$ cat config.mk
export PLATFORM = sky130hd
export DESIGN_NAME = mdio_master
export DESIGN_NICKNAME = d
export VERILOG_FILES = /design/src/rtl/mdio_pkg.sv /design/src/rtl/mdio_clk_div.sv /design/src/rtl/mdio_frame_fmt.sv /design/src/rtl/mdio_master.sv
export SDC_FILE = /design/constraint.sdc
export NUM_CORES = 1
export LEC_CHECK = 0
export ABC_AREA = 1
export BUFFER_PORTS_ARGS = -buffer_cell sky130_fd_sc_hd__buf_4
export CAP_MARGIN = 25
export CORE_UTILIZATION = 35
export CTS_CLUSTER_SIZE = 8
export DETAILED_ROUTE_END_ITERATION = 8
export PLACE_DENSITY_LB_ADDON = 0.3
export SYNTH_ARGS = -nofsm -noshare
export SYNTH_HDL_FRONTEND = slang
export SYNTH_SLANG_ARGS = --single-unit
$ cat constraint.sdc
create_clock -name clk_i -period 3.8 [get_ports clk_i]
set_clock_uncertainty 0.1 [all_clocks]
set_input_delay 0.19 -clock clk_i [delete_from_list [all_inputs] [get_ports clk_i]]
set_output_delay 0.19 -clock clk_i [all_outputs]
set_load 0.02 [all_outputs]
$ cat src/rtl/mdio_pkg.sv
package mdio_pkg;
  localparam int PRE_BITS   = 32;
  localparam int FRAME_BITS = 64;
  localparam int PA_W       = 5;
  localparam int RA_W       = 5;
  localparam int DATA_W     = 16;
  localparam int TA_SLOT    = 46;  // first turnaround slot
  localparam int CAP_SLOT   = 48;  // first read data slot

  localparam logic [1:0] KIND_ADDR  = 2'b00;
  localparam logic [1:0] KIND_WRITE = 2'b01;
  localparam logic [1:0] KIND_READ  = 2'b10;
endpackage

$ cat src/rtl/mdio_clk_div.sv
module mdio_clk_div #(
  parameter int DIV = 8
) (
  input  logic clk_i,
  input  logic rst_ni,
  input  logic run_i,
  output logic mdc_o,
  output logic rise_o,
  output logic fall_o
);
  localparam int HALF  = DIV / 2;
  localparam int CNT_W = (DIV > 2) ? $clog2(DIV) : 1;

  logic [CNT_W-1:0] cnt_q;
  logic             mdc_q;

  assign rise_o = run_i && (cnt_q == CNT_W'(HALF - 1));
  assign fall_o = run_i && (cnt_q == CNT_W'(DIV - 1));
  assign mdc_o  = mdc_q;

  always_ff @(posedge clk_i or negedge rst_ni) begin
    if (!rst_ni) begin
      cnt_q <= '0;
      mdc_q <= 1'b0;
    end else if (!run_i) begin
      cnt_q <= '0;
      mdc_q <= 1'b0;
    end else begin
      cnt_q <= fall_o ? '0 : cnt_q + 1'b1;
      if (rise_o)      mdc_q <= 1'b1;
      else if (fall_o) mdc_q <= 1'b0;
    end
  end

  assert_half_high_R8: assert property (@(posedge clk_i) disable iff (!rst_ni)
    rise_o |=> mdc_q);
endmodule

$ cat src/rtl/mdio_frame_fmt.sv
module mdio_frame_fmt
  import mdio_pkg::*;
(
  input  logic              clause45_i,
  input  logic [1:0]        kind_i,
  input  logic [PA_W-1:0]   port_addr_i,
  input  logic [RA_W-1:0]   reg_addr_i,
  input  logic [DATA_W-1:0] wdata_i,
  output logic              legal_o,
  output logic              is_read_o,
  output logic [FRAME_BITS-1:0] frame_o
);
  logic [1:0] st, op;

  always_comb begin
    st = clause45_i ? 2'b00 : 2'b01;
    unique case (kind_i)
      KIND_ADDR:  op = 2'b00;
      KIND_WRITE: op = 2'b01;
      KIND_READ:  op = clause45_i ? 2'b11 : 2'b10;
      default:    op = 2'b00;
    endcase
    legal_o   = (kind_i != 2'b11) && !(!clause45_i && kind_i == KIND_ADDR);
    is_read_o = (kind_i == KIND_READ);
    frame_o   = {{PRE_BITS{1'b1}}, st, op, port_addr_i, reg_addr_i, 2'b10, wdata_i};
  end
endmodule

$ cat src/rtl/mdio_master.sv
module mdio_master
  import mdio_pkg::*;
#(
  parameter int DIV = 8
) (
  input  logic              clk_i,
  input  logic              rst_ni,
  input  logic              req_i,
  input  logic              clause45_i,
  input  logic [1:0]        kind_i,
  input  logic [PA_W-1:0]   port_addr_i,
  input  logic [RA_W-1:0]   reg_addr_i,
  input  logic [DATA_W-1:0] wdata_i,
  output logic              busy_o,
  output logic              done_o,
  output logic [DATA_W-1:0] rdata_o,
  output logic              mdc_o,
  output logic              mdio_o,
  output logic              mdio_oe_o,
  input  logic              mdio_i
);
  localparam int SLOT_W = $clog2(FRAME_BITS);

  logic                  legal, is_read;
  logic [FRAME_BITS-1:0] frame;
  logic                  rise, fall;

  logic                  busy_q, rd_q, done_q, mdo_q, oe_q;
  logic [SLOT_W-1:0]     slot_q;
  logic [FRAME_BITS-1:0] sr_q;
  logic [DATA_W-1:0]     cap_q, rdata_q;

  mdio_frame_fmt u_fmt (
    .clause45_i (clause45_i),
    .kind_i     (kind_i),
    .port_addr_i(port_addr_i),
    .reg_addr_i (reg_addr_i),
    .wdata_i    (wdata_i),
    .legal_o    (legal),
    .is_read_o  (is_read),
    .frame_o    (frame)
  );

  mdio_clk_div #(.DIV(DIV)) u_div (
    .clk_i (clk_i),
    .rst_ni(rst_ni),
    .run_i (busy_q),
    .mdc_o (mdc_o),
    .rise_o(rise),
    .fall_o(fall)
  );

  wire accept = req_i && !busy_q && legal;
  wire last   = (slot_q == SLOT_W'(FRAME_BITS - 1));

  always_ff @(posedge clk_i or negedge rst_ni) begin
    if (!rst_ni) begin
      busy_q  <= 1'b0;
      rd_q    <= 1'b0;
      done_q  <= 1'b0;
      mdo_q   <= 1'b1;
      oe_q    <= 1'b0;
      slot_q  <= '0;
      sr_q    <= '0;
      cap_q   <= '0;
      rdata_q <= '0;
    end else begin
      done_q <= 1'b0;
      if (accept) begin
        busy_q <= 1'b1;
        rd_q   <= is_read;
        sr_q   <= frame;
        slot_q <= '0;
        mdo_q  <= frame[FRAME_BITS-1];
        oe_q   <= 1'b1;
      end else if (busy_q) begin
        if (rise && rd_q && slot_q >= SLOT_W'(CAP_SLOT))
          cap_q <= {cap_q[DATA_W-2:0], mdio_i};
        if (fall) begin
          if (last) begin
            busy_q <= 1'b0;
            done_q <= 1'b1;
            oe_q   <= 1'b0;
            mdo_q  <= 1'b1;
            if (rd_q) rdata_q <= cap_q;
          end else begin
            slot_q <= slot_q + 1'b1;
            sr_q   <= {sr_q[FRAME_BITS-2:0], 1'b0};
            mdo_q  <= sr_q[FRAME_BITS-2];
            // reads let go of the line from the first turnaround slot
            oe_q   <= !(rd_q && slot_q >= SLOT_W'(TA_SLOT - 1));
          end
        end
      end
    end
  end

  assign busy_o    = busy_q;
  assign done_o    = done_q;
  assign rdata_o   = rdata_q;
  assign mdio_o    = mdo_q;
  assign mdio_oe_o = oe_q;

  assert_preamble_high_R1: assert property (@(posedge clk_i) disable iff (!rst_ni)
    (busy_q && slot_q < SLOT_W'(PRE_BITS)) |-> (mdio_oe_o && mdio_o));

  assert_read_released_R6: assert property (@(posedge clk_i) disable iff (!rst_ni)
    (busy_q && rd_q && slot_q >= SLOT_W'(TA_SLOT)) |-> !mdio_oe_o);

  assert_change_low_R7: assert property (@(posedge clk_i) disable iff (!rst_ni)
    mdc_o |=> (!mdc_o || ($stable(mdio_o) && $stable(mdio_oe_o))));

  assert_idle_low_R8: assert property (@(posedge clk_i) disable iff (!rst_ni)
    !busy_o |-> !mdc_o);

  assert_done_pulse_R9: assert property (@(posedge clk_i) disable iff (!rst_ni)
    done_o |-> (!busy_o && $past(busy_o)) ##1 !done_o);

  assert_ignore_busy_R10: assert property (@(posedge clk_i) disable iff (!rst_ni)
    (busy_q && !(fall && last)) |=> ($stable(rd_q) && busy_q));
endmodule

==> Flow_metrics.wiki, run 1 <==
{| class="wikitable"
! Metric !! Value
|-
| Result of the run || finished clean
|-
| Worst-path maximum fanout || 36
|-
| Normalized max-slew margin || 60.26%
|-
| Clock latency on the worst-skew pair || 0.35 ns
|-
| Diodes inserted || 0
|-
| Post_cts resized || 0
|-
| Sort of element at the start of the critical path || flop
|-
| Endpoint kind of the worst setup timing path || flop
|-
| CTS Root Buffer Type || clkbuf_16
|-
| Vias post-DR || 3524
|-
| Crit Path Class || reg2reg
|-
| Number of I/O pins || 54
|-
| Post-route clock period utilization || 55.88%
|-
| Net switching fraction of the power || 31.58%
|-
| CP Data Arrival Time || 2.27 ns
|-
| F_max || 470.9 MHz
|-
| CTS tree || done
|-
| Final max-slew violation count || 0
|-
| Final-layout setup total negative slack || 0 ns
|-
| Setup slack, reg-to-reg || 1.68 ns
|-
| Total congestion overflow || 0
|-
| Leak pwr || 2.924 nW
|-
| Ratio of cells with drive above 1 in the final layout || 14.72%
|-
| Logic gate share of total power || 18.5%
|-
| Register cell area after layout || 2754 um2
|-
| H-tree lvl count || 3
|-
| Power density over the cells || 534.0 nW/um2
|-
| Mapped Nets || 605
|-
| Area Overhead vs Synth || 18.71%
|-
| Most common cell after layout, fill and taps aside || nand2_1
|-
| Number of maximum-capacitance violations || 0
|-
| Share of the yosys chip area belonging to registers || 57.51%
|-
| Core region area || 13300 um2
|-
| TritonCTS buffer count || 9
|-
| Most frequently used flop master after synthesis || dfrtp_1
|-
| Buffers from clock root to sink, at most || 2
|-
| Overall die height || 119.0 um
|-
| Initial antenna violation count || 0
|-
| Cell internal power dissipation || 2.077 mW
|-
| Total net switching power || 958.6 uW
|-
| Final hold violation count || 0
|-
| GP Congestion || 0.7352
|-
| Mean instance size in the synthesized netlist || 8.520 um2
|-
| Num Clock Sinks || 110
|-
| Portion of total power attributed to the clock network || 31.4%
|-
| Half-perimeter wire length after placement || 5712 um
|-
| First-pass GRT wire length || 15810 um
|-
| Total iterations of the first detailed-routing run || 4
|-
| Number of filler instances in the final layout || 1313
|-
| Time the worst path needs with I/O delays and setup || 2.123 ns
|-
| Die W || 119.0 um
|-
| Commonest cells after routing, fill and taps aside || nand2_1, nor2_1, dfrtp_1, buf_4, inv_1
|-
| Gate Count Post-Synth || 562
|-
| Number of vias per cell || 4.438
|-
| Post-synthesis register bit count || 110
|-
| Count of standard-cell rows || 42
|-
| Initial core utilization || 36.02%
|-
| Routed length per placed instance || 10.93 um
|-
| Initial detailed-routing violation count || 230
|-
| Unrepaired setup endpoints after global routing || false
|-
| Final Net Count || 656
|-
| Via count of the first global-routing pass || 3607
|-
| Data required, critical path || 3.95 ns
|-
| Number of synthesized flops with an enable pin || 0
|-
| Overall Global Routing Usage || 13.80%
|-
| Residual DRC count || 0
|-
| Worst supply voltage drop on vdd || 0.2446 mV
|-
| Share of flip-flops with an asynchronous set or reset after synthesis || 100.0%
|-
| Post-synth design cell area || 4788 um2
|-
| Antenna Nets Post-Route || 0
|-
| Synthesis warning total || 0
|-
| Port Buf Inserts || 53
|-
| Maximum number of pins on one net before global-route repair || 82
|-
| Area of the die || 14150 um2
|-
| Yosys cell types || 27
|-
| Tightest Pin Transition || 0.5942 ns
|-
| Total area of multi-input combinational cells || 1708 um2
|-
| Worst hold slack || 0.04123 ns
|-
| Total wire length || 8675 um
|-
| Worst min-delay path category || in2reg
|-
| Total of endpoints with negative setup slack in the final report || 0
|-
| Sequential fraction of design power || 50.1%
|-
| Clock input transition at the sequential cells of the worst setup and hold paths || 0.08 ns
|}
-- Yosys cell counts (all sizes together), types with 3 or more instances --
master / instances / area share [%]
nor2: 142 / 12
nand3: 9 / 1.1
o21ai: 13 / 1.4
ha: 10 / 2.6
buf: 18 / 2.3
inv: 53 / 4.2
nand4: 4 / 0.52
clkbuf: 3 / 0.24
nand2: 160 / 13
a21oi: 34 / 3.6
dfrtp: 109 / 57
-- path summary, 6_finish.rpt --
path	endpoint	cells past startpoint	from
max in group asynchronous	sr_q[27]	4	rst_ni
worst min register to register	u_div.cnt_q[0]	1	u_div.cnt_q[0]
worst max-delay path	sr_q[59]	8	u_div.cnt_q[0]
worst max register to register	sr_q[59]	8	u_div.cnt_q[0]
worst min-delay path	sr_q[6]	5	wdata_i[6]
min in group asynchronous	rdata_o[7]	2	rst_ni
-- power by group through the flow --
stage                     clock network (mW)  registers (mW)  logic (mW)
final                                  0.953            1.52       0.563
after global routing                    1.02            1.55       0.659
after CTS                              0.986            1.52       0.574
after detailed placement                   0            1.54       0.568
after global placement                     0            1.53       0.543
after floorplan                            0            1.52       0.416
-- logic make-up after synthesis --
group,after synthesis,share of synthesized area [%]
AOI/OAI and AO/OA,50,5.357
DFF,110,57.51
and+or+nand+nor,316,27.51
xor gates and xnor gates,1,0.1829
adders and majority gates,10,2.613
buffers and inverters,75,6.820
-- per-stage QoR --
step / cells / worst slack, ns / total power [mW] / area [um2] / utilization [%]
after floorplan: 562 / 2.149 / 1.941 / 4788 / -
after global placement: 773 / 1.672 / 2.077 / 5306 / 39.91
after detailed placement: 774 / 1.669 / 2.109 / 5318 / 40.00
after CTS: 793 / 1.644 / 3.079 / 5657 / 42.55
after global routing: 794 / 1.460 / 3.226 / 5684 / 42.75
final: 794 / 1.677 / 3.035 / 5684 / 42.75
-- flip-flops by register name, summed over array words and instances (netlist names) --
| signal | count |
|---|---|
| sr_q | 63 |
| cap_q | 16 |
| rdata_o | 16 |
| slot_q | 6 |
| u_div.cnt_q | 3 |
| busy_o | 1 |
| done_o | 1 |
| mdio_o | 1 |
| mdio_oe_o | 1 |
| rd_q | 1 |
| u_div.mdc_o | 1 |
-- layout make-up --
type                       count  share of cell area, %
sequential                   110                  48.45
multi-input combinational    377                  30.05
timing repair buffer          61                  8.607
clock buffer                   9                  3.962
tap                          176                  3.874
inverter                      54                  3.588
clock inverter                 7                  1.475
-- what timing repair did --
action | in CTS | in global routing
buffers inserted | 0 | 0
hold endpoints to repair | 80 | 0
hold buffers | 3 | 0
-- worst max-delay path, cell delays in order, from the launching register on --
cell     delay [ns]
dfrtp_1        0.38
ha_1           0.22
ha_1           0.22
nand2_4        0.16
inv_2          0.07
nand2_4        0.29
nand2_4        0.31
nor2_1         0.20
nor2_1         0.05
-- layer usage --
layer	vias to the layer above	global-route usage (%)	share of wire [%]
met4	0	6.408	2.4
met3	17	2.443	2.3
li1	1812	-	-
met2	36	23.90	50
met1	1659	16.65	46
met5	-	0	0
Note: power is estimated with default switching activity, not from simulation.
==> run 2: changes to the inputs <==
==> constraint.sdc (replaced) <==
create_clock -name clk_i -period 2 [get_ports clk_i]
set_clock_uncertainty 0.1 [all_clocks]
set_input_delay 0.1 -clock clk_i [delete_from_list [all_inputs] [get_ports clk_i]]
set_output_delay 0.1 -clock clk_i [all_outputs]
set_load 0.02 [all_outputs]
==> Flow_metrics.wiki, run 2 (same netlist as run 1, synthesis figures left out) <==
{| class="wikitable"
! Metric !! Value
|-
| Result of the run || finished clean
|-
| Worst R2R Start || u_div.cnt_q[0]
|-
| Worst supply voltage drop on vdd || 0.4478 mV
|-
| Half-perimeter wire length after placement || 5634 um
|-
| Overall Global Routing Usage || 13.88%
|-
| GP Congestion || 0.6931
|-
| Number of maximum-capacitance violations || 0
|-
| Setup slack, reg-to-reg || 0.18 ns
|-
| Leak pwr || 3.044 nW
|-
| Max FFs per register || 63
|-
| Routed length per placed instance || 10.76 um
|-
| Met3 WL post-DR || 198 um
|-
| Non-Filler Instances || 825
|-
| Wire length on met1 || 4221 um
|-
| Commonest cells after routing, fill and taps aside || nand2_1, nor2_1, dfrtp_1, buf_4, inv_1
|-
| Num Clock Sinks || 110
|-
| Worst flop-to-flop path endpoint || sr_q[17]
|-
| Antenna Nets Post-Route || 0
|-
| Setup crit start || u_div.cnt_q[0]
|-
| Most flop-heavy register || sr_q
|-
| H-tree lvl count || 3
|-
| Initial detailed-routing violation count || 229
|-
| Count of standard-cell rows || 42
|-
| Number of I/O pins || 54
|-
| Endpoint kind of the worst setup timing path || flop
|-
| Total iterations of the first detailed-routing run || 7
|-
| Sequential fraction of design power || 50.3%
|-
| First-pass GRT wire length || 15990 um
|-
| Portion of total power attributed to the clock network || 29.2%
|-
| Final max-slew violation count || 0
|-
| Total area of multi-input combinational cells || 1708 um2
|-
| Residual DRC count || 0
|-
| Register cell area after layout || 2754 um2
|-
| Sort of element at the start of the critical path || flop
|-
| Post-placement setup slack || 0.1747 ns
|-
| Final core utilization || 44.98%
|-
| Final worst setup slack || 0.1786 ns
|-
| TritonCTS buffer count || 9
|-
| Max Used Layer || met4
|-
| Final Net Count || 687
|-
| Cell internal power dissipation || 3.988 mW
|-
| Data required, critical path || 2.13 ns
|-
| Initial antenna violation count || 0
|-
| Initial core utilization || 36.02%
|-
| Number of filler instances in the final layout || 1262
|-
| Final-layout setup total negative slack || 0 ns
|-
| Last element of the critical path || sr_q[17]
|-
| Normalized max-slew margin || 69.33%
|-
| Number of cells traversed by the worst register-to-register path || 8
|-
| Placed Instances || 780
|-
| Total congestion overflow || 0
|-
| Total wire length || 8875 um
|-
| Total of endpoints with negative setup slack in the final report || 0
|-
| Unrepaired setup endpoints after global routing || false
|-
| Clock input transition at the sequential cells of the worst setup and hold paths || 0.07 ns
|-
| Maximum number of pins on one net before global-route repair || 58
|-
| Met2 routed WL || 4311 um
|-
| Worst-path maximum fanout || 36
|-
| Via count of the first global-routing pass || 3519
|-
| Buffers from clock root to sink, at most || 2
|-
| Area of the die || 14150 um2
|-
| Tightest Pin Transition || 0.4601 ns
|-
| Diodes inserted || 0
|-
| Most common cell after layout, fill and taps aside || nand2_1
|-
| Worst min-delay path category || in2async
|-
| CP Data Arrival Time || 1.95 ns
|-
| Ratio of cells with drive above 1 in the final layout || 14.79%
|-
| Number of vias per cell || 4.365
|-
| Crit Path Class || reg2reg
|-
| Total net switching power || 1.747 mW
|-
| Vias post-DR || 3601
|-
| Post-route clock period utilization || 91.07%
|-
| Net switching fraction of the power || 30.46%
|-
| Core region area || 13300 um2
|-
| Final hold violation count || 0
|-
| Placed inst area || 5409 um2
|-
| Post_cts resized || 0
|-
| Logic gate share of total power || 20.5%
|-
| CTS tree || done
|-
| Power density over the cells || 958.8 nW/um2
|-
| Port Buf Inserts || 53
|-
| Clock latency on the worst-skew pair || 0.34 ns
|-
| Die W || 119.0 um
|-
| Overall die height || 119.0 um
|-
| Area Overhead vs Synth || 24.90%
|-
| CTS Root Buffer Type || clkbuf_16
|-
| F_max || 549.0 MHz
|-
| Final Cell Area || 5981 um2
|-
| Time the worst path needs with I/O delays and setup || 1.821 ns
|}
## run 2: cell types whose count changed in the layout (fill, tap and decap cells not counted)
cell / delta
clkinvlp_4: +3
buf_12: +4
dlygate4sd3_1: +26
buf_6: -1
inv_8: -2
clkinv_8: -2
clkinv_4: +1
clkinv_2: +1
inv_6: -1
buf_4: +3
buf_16: -1
## run 2: final cells by class
cell class                 count  area share (%)
tap                          176           3.682
multi-input combinational    377           28.56
clock inverter                 7          0.9414
sequential                   110           46.05
timing repair buffer          92           13.60
inverter                      54           3.410
clock buffer                   9           3.766
## run 2: worst min-delay path by stage
stage	slack (ns)	end	start	depth (start not counted)
global route	0.09	cap_q[15]	rst_ni	2
finish	0.07	cap_q[15]	rst_ni	2
CTS	0.07	cap_q[15]	rst_ni	2
floorplan	-0.30	busy_o	rst_ni	0
global placement	-0.11	cap_q[15]	rst_ni	1
detailed placement	-0.11	cap_q[15]	rst_ni	1
## run 2: critical path, cell delays in order (launching register included)
cell     delay, ns
dfrtp_1       0.39
ha_1          0.22
ha_1          0.22
nand2_4       0.16
inv_2         0.07
nand2_4       0.09
nand2_4       0.21
nor2_1        0.19
nor2_1        0.06
## run 2: what timing repair did
| action | in CTS | in global routing |
|---|---|---|
| endpoints found under the hold margin | 137 | 0 |
| setup buffers | 0 | 0 |
| hold buffers | 29 | 0 |
## run 2: stage by stage
step	hold slack, ns	total power [mW]
after global placement	-0.1072	4.030
final	0.07013	5.734
after floorplan	-0.2956	3.687
after detailed placement	-0.1058	4.074
after CTS	0.06656	5.813
after global routing	0.09133	6.124
## run 2: routing by layer
layer / GRT usage [%] / vias up
met5: 0 / -
met4: 5.459 / 0
met3: 2.107 / 13
met2: 23.50 / 37
met1: 17.83 / 1683
li1: - / 1868
## run 2: power by group through the flow
stage                     Sequential [mW]  Clock, mW  Combinational (mW)
final                                2.88       1.68                1.18
after global routing                 2.94       1.81                1.37
after CTS                            2.88       1.73                1.20
after detailed placement             2.92          0                1.16
after global placement               2.91          0                1.12
after floorplan                      2.90          0               0.791
==> run 3: changes to the inputs <==
==> constraint.sdc (replaced) <==
create_clock -name clk_i -period 2.35 [get_ports clk_i]
set_clock_uncertainty 0.1 [all_clocks]
set_input_delay 0.1175 -clock clk_i [delete_from_list [all_inputs] [get_ports clk_i]]
set_output_delay 0.1175 -clock clk_i [all_outputs]
set_load 0.02 [all_outputs]
==> Flow_metrics.wiki, run 3 (same netlist as run 1, synthesis figures left out) <==
{| class="wikitable"
! Metric !! Value
|-
| Crit Path Class || reg2reg
|-
| Clock input transition at the sequential cells of the worst setup and hold paths || 0.07 ns
|-
| CP Data Arrival Time || 2.08 ns
|-
| CP max-delay cell || nor2_8
|-
| Unrepaired setup endpoints after global routing || false
|-
| Result of the run || finished clean
|-
| Total of endpoints with negative setup slack in the final report || 0
|-
| Critical hold path startpoint || wdata_i[15]
|-
| Initial core utilization || 36.02%
|-
| CTS Root Buffer Type || clkbuf_16
|-
| Number of maximum-capacitance violations || 0
|-
| First-pass GRT wire length || 16320 um
|-
| Die W || 119.0 um
|-
| Vias post-DR || 3592
|-
| Number of cells traversed by the worst register-to-register path || 7
|-
| Final max-slew violation count || 0
|-
| Tightest Pin Transition || 0.6028 ns
|-
| GP Congestion || 0.7113
|-
| Antenna Nets Post-Route || 0
|-
| Data required, critical path || 2.54 ns
|-
| CTS tree || done
|-
| Residual DRC count || 0
|-
| Placed inst area || 5341 um2
|-
| Buffers from clock root to sink, at most || 2
|-
| Power density over the cells || 840.0 nW/um2
|-
| Worst flop-to-flop path endpoint || sr_q[18]
|-
| Most heavily used metal layer in global routing || met2
|-
| Final-layout setup total negative slack || 0 ns
|-
| Overall Global Routing Usage || 14.18%
|-
| Leak pwr || 3.003 nW
|-
| Area of the die || 14150 um2
|-
| Normalized max-slew margin || 59.69%
|-
| Cell-by-cell trace of the critical path || ha_1 > ha_1 > nand2_4 > nor2_8 > nor2_8 > nand2_1 > nand2_1
|-
| Portion of total power attributed to the clock network || 31.2%
|-
| Crit path buf inv count || 0
|-
| Clock latency on the worst-skew pair || 0.35 ns
|-
| Sequential fraction of design power || 49.6%
|-
| Final Cell Area || 5886 um2
|-
| Total iterations of the first detailed-routing run || 4
|-
| Max FFs per register || 63
|-
| Post_cts resized || 0
|-
| Worst min-delay path category || in2reg
|-
| Met3 track utilization from global routing || 3.017%
|-
| Num Clock Sinks || 110
|-
| Total congestion overflow || 0
|-
| Total net switching power || 1.486 mW
|-
| Hold buffer count at CTS || 24
|-
| Commonest cells after routing, fill and taps aside || nand2_1, nor2_1, dfrtp_1, buf_4, inv_1
|-
| Logic gate share of total power || 19.2%
|-
| TritonCTS buffer count || 9
|-
| Slowest Stage Delay on Critical Path || 0.40 ns
|-
| Routed length per placed instance || 11.11 um
|-
| Initial detailed-routing violation count || 178
|-
| Most common cell after layout, fill and taps aside || nand2_1
|-
| Ratio of cells with drive above 1 in the final layout || 14.37%
|-
| Port Buf Inserts || 53
|-
| Cell internal power dissipation || 3.458 mW
|-
| Time the worst path needs with I/O delays and setup || 1.889 ns
|-
| Area Overhead vs Synth || 22.92%
|-
| Via count of the first global-routing pass || 3664
|-
| Worst R2R Start || u_div.cnt_q[0]
|-
| Setup fix buffers added after clock tree synthesis || 0
|-
| Number of vias per cell || 4.402
|-
| Final worst setup slack || 0.4611 ns
|-
| Post-placement setup slack || 0.4667 ns
|-
| Post-route clock period utilization || 80.38%
|-
| Worst supply voltage drop on vdd || 0.4968 mV
|-
| Number of filler instances in the final layout || 1298
|-
| Number of I/O pins || 54
|-
| Global routing met1 resource utilization || 17.11%
|-
| Final core utilization || 44.27%
|-
| Setup slack, reg-to-reg || 0.46 ns
|-
| Sort of element at the start of the critical path || flop
|-
| F_max || 529.4 MHz
|-
| Count of standard-cell rows || 42
|-
| Delay-heaviest family, CP || simple AND/OR/NAND/NOR gates
|-
| Destination of the worst hold path || sr_q[15]
|-
| Net switching fraction of the power || 30.06%
|-
| H-tree lvl count || 3
|-
| Total wire length || 9063 um
|-
| Met2 capacity usage during global routing || 24.71%
|-
| Overall die height || 119.0 um
|-
| Worst Hold Path Cells || 5
|-
| Worst-path maximum fanout || 35
|-
| Maximum number of pins on one net before global-route repair || 46
|-
| Initial antenna violation count || 0
|-
| Most flop-heavy register || sr_q
|-
| Final hold violation count || 0
|-
| Final Net Count || 678
|-
| Half-perimeter wire length after placement || 5759 um
|-
| Diodes inserted || 0
|-
| Core region area || 13300 um2
|-
| Endpoint kind of the worst setup timing path || flop
|}
## run 3: cell count changes in the layout (fill, tap and decap cells not counted)
cell           delta
dlygate4sd3_1     -5
buf_12            -3
buf_4             -1
bufinv_16         +1
clkinv_4          -1
clkinvlp_4        -1
inv_6             +1
## run 3: power by group through the flow
stage                     sequential [mW]  combinational, mW  clock, mW
after global placement               2.48              0.893          0
final                                2.45              0.948       1.54
after CTS                            2.46              0.967       1.59
after detailed placement             2.49              0.929          0
after floorplan                      2.46              0.673          0
after global routing                 2.50               1.10       1.66
## run 3: layout make-up
type,count,area [um2],area share (%)
sequential,110,2754,46.79
multi-input combinational,377,1708,29.02
timing repair buffer,83,695.7,11.82
clock buffer,9,225.2,3.827
tap,176,220.2,3.741
inverter,54,203.9,3.465
clock inverter,7,78.83,1.339
## run 3: worst max-delay path by stage
stage,to,from,depth (start not counted)
5_1_grt,rdata_o[13],slot_q[0],7
3_5_place_dp,sr_q[30],u_div.cnt_q[0],7
2_1_floorplan,sr_q[54],u_div.cnt_q[0],9
3_3_place_gp,sr_q[21],u_div.cnt_q[0],7
6_report,sr_q[18],u_div.cnt_q[0],7
4_1_cts,sr_q[30],u_div.cnt_q[0],7
## run 3: routing by layer
layer  part of all wire [%]  up-vias
li1                       -     1854
met1                     46     1695
met2                     50       33
met3                    2.1       10
met4                    1.5        0
met5                      0        -
## run 3: through the flow
stage	power (mW)	hold slack [ns]	cells
2_1_floorplan	3.138	-0.2781	562
3_3_place_gp	3.372	0.05094	776
3_5_place_dp	3.418	0.06089	776
4_1_cts	5.016	0.0005070	816
5_1_grt	5.256	0.02161	816
6_report	4.944	0.005506	816
## run 3: worst min-delay path: cells and delay by family
family | cells | cell delay (ns)
AO/OA/AOI/OAI | 1 | 0.05
AND/OR/NAND/NOR | 2 | 0.14
buffers and inverters | 2 | 0.12
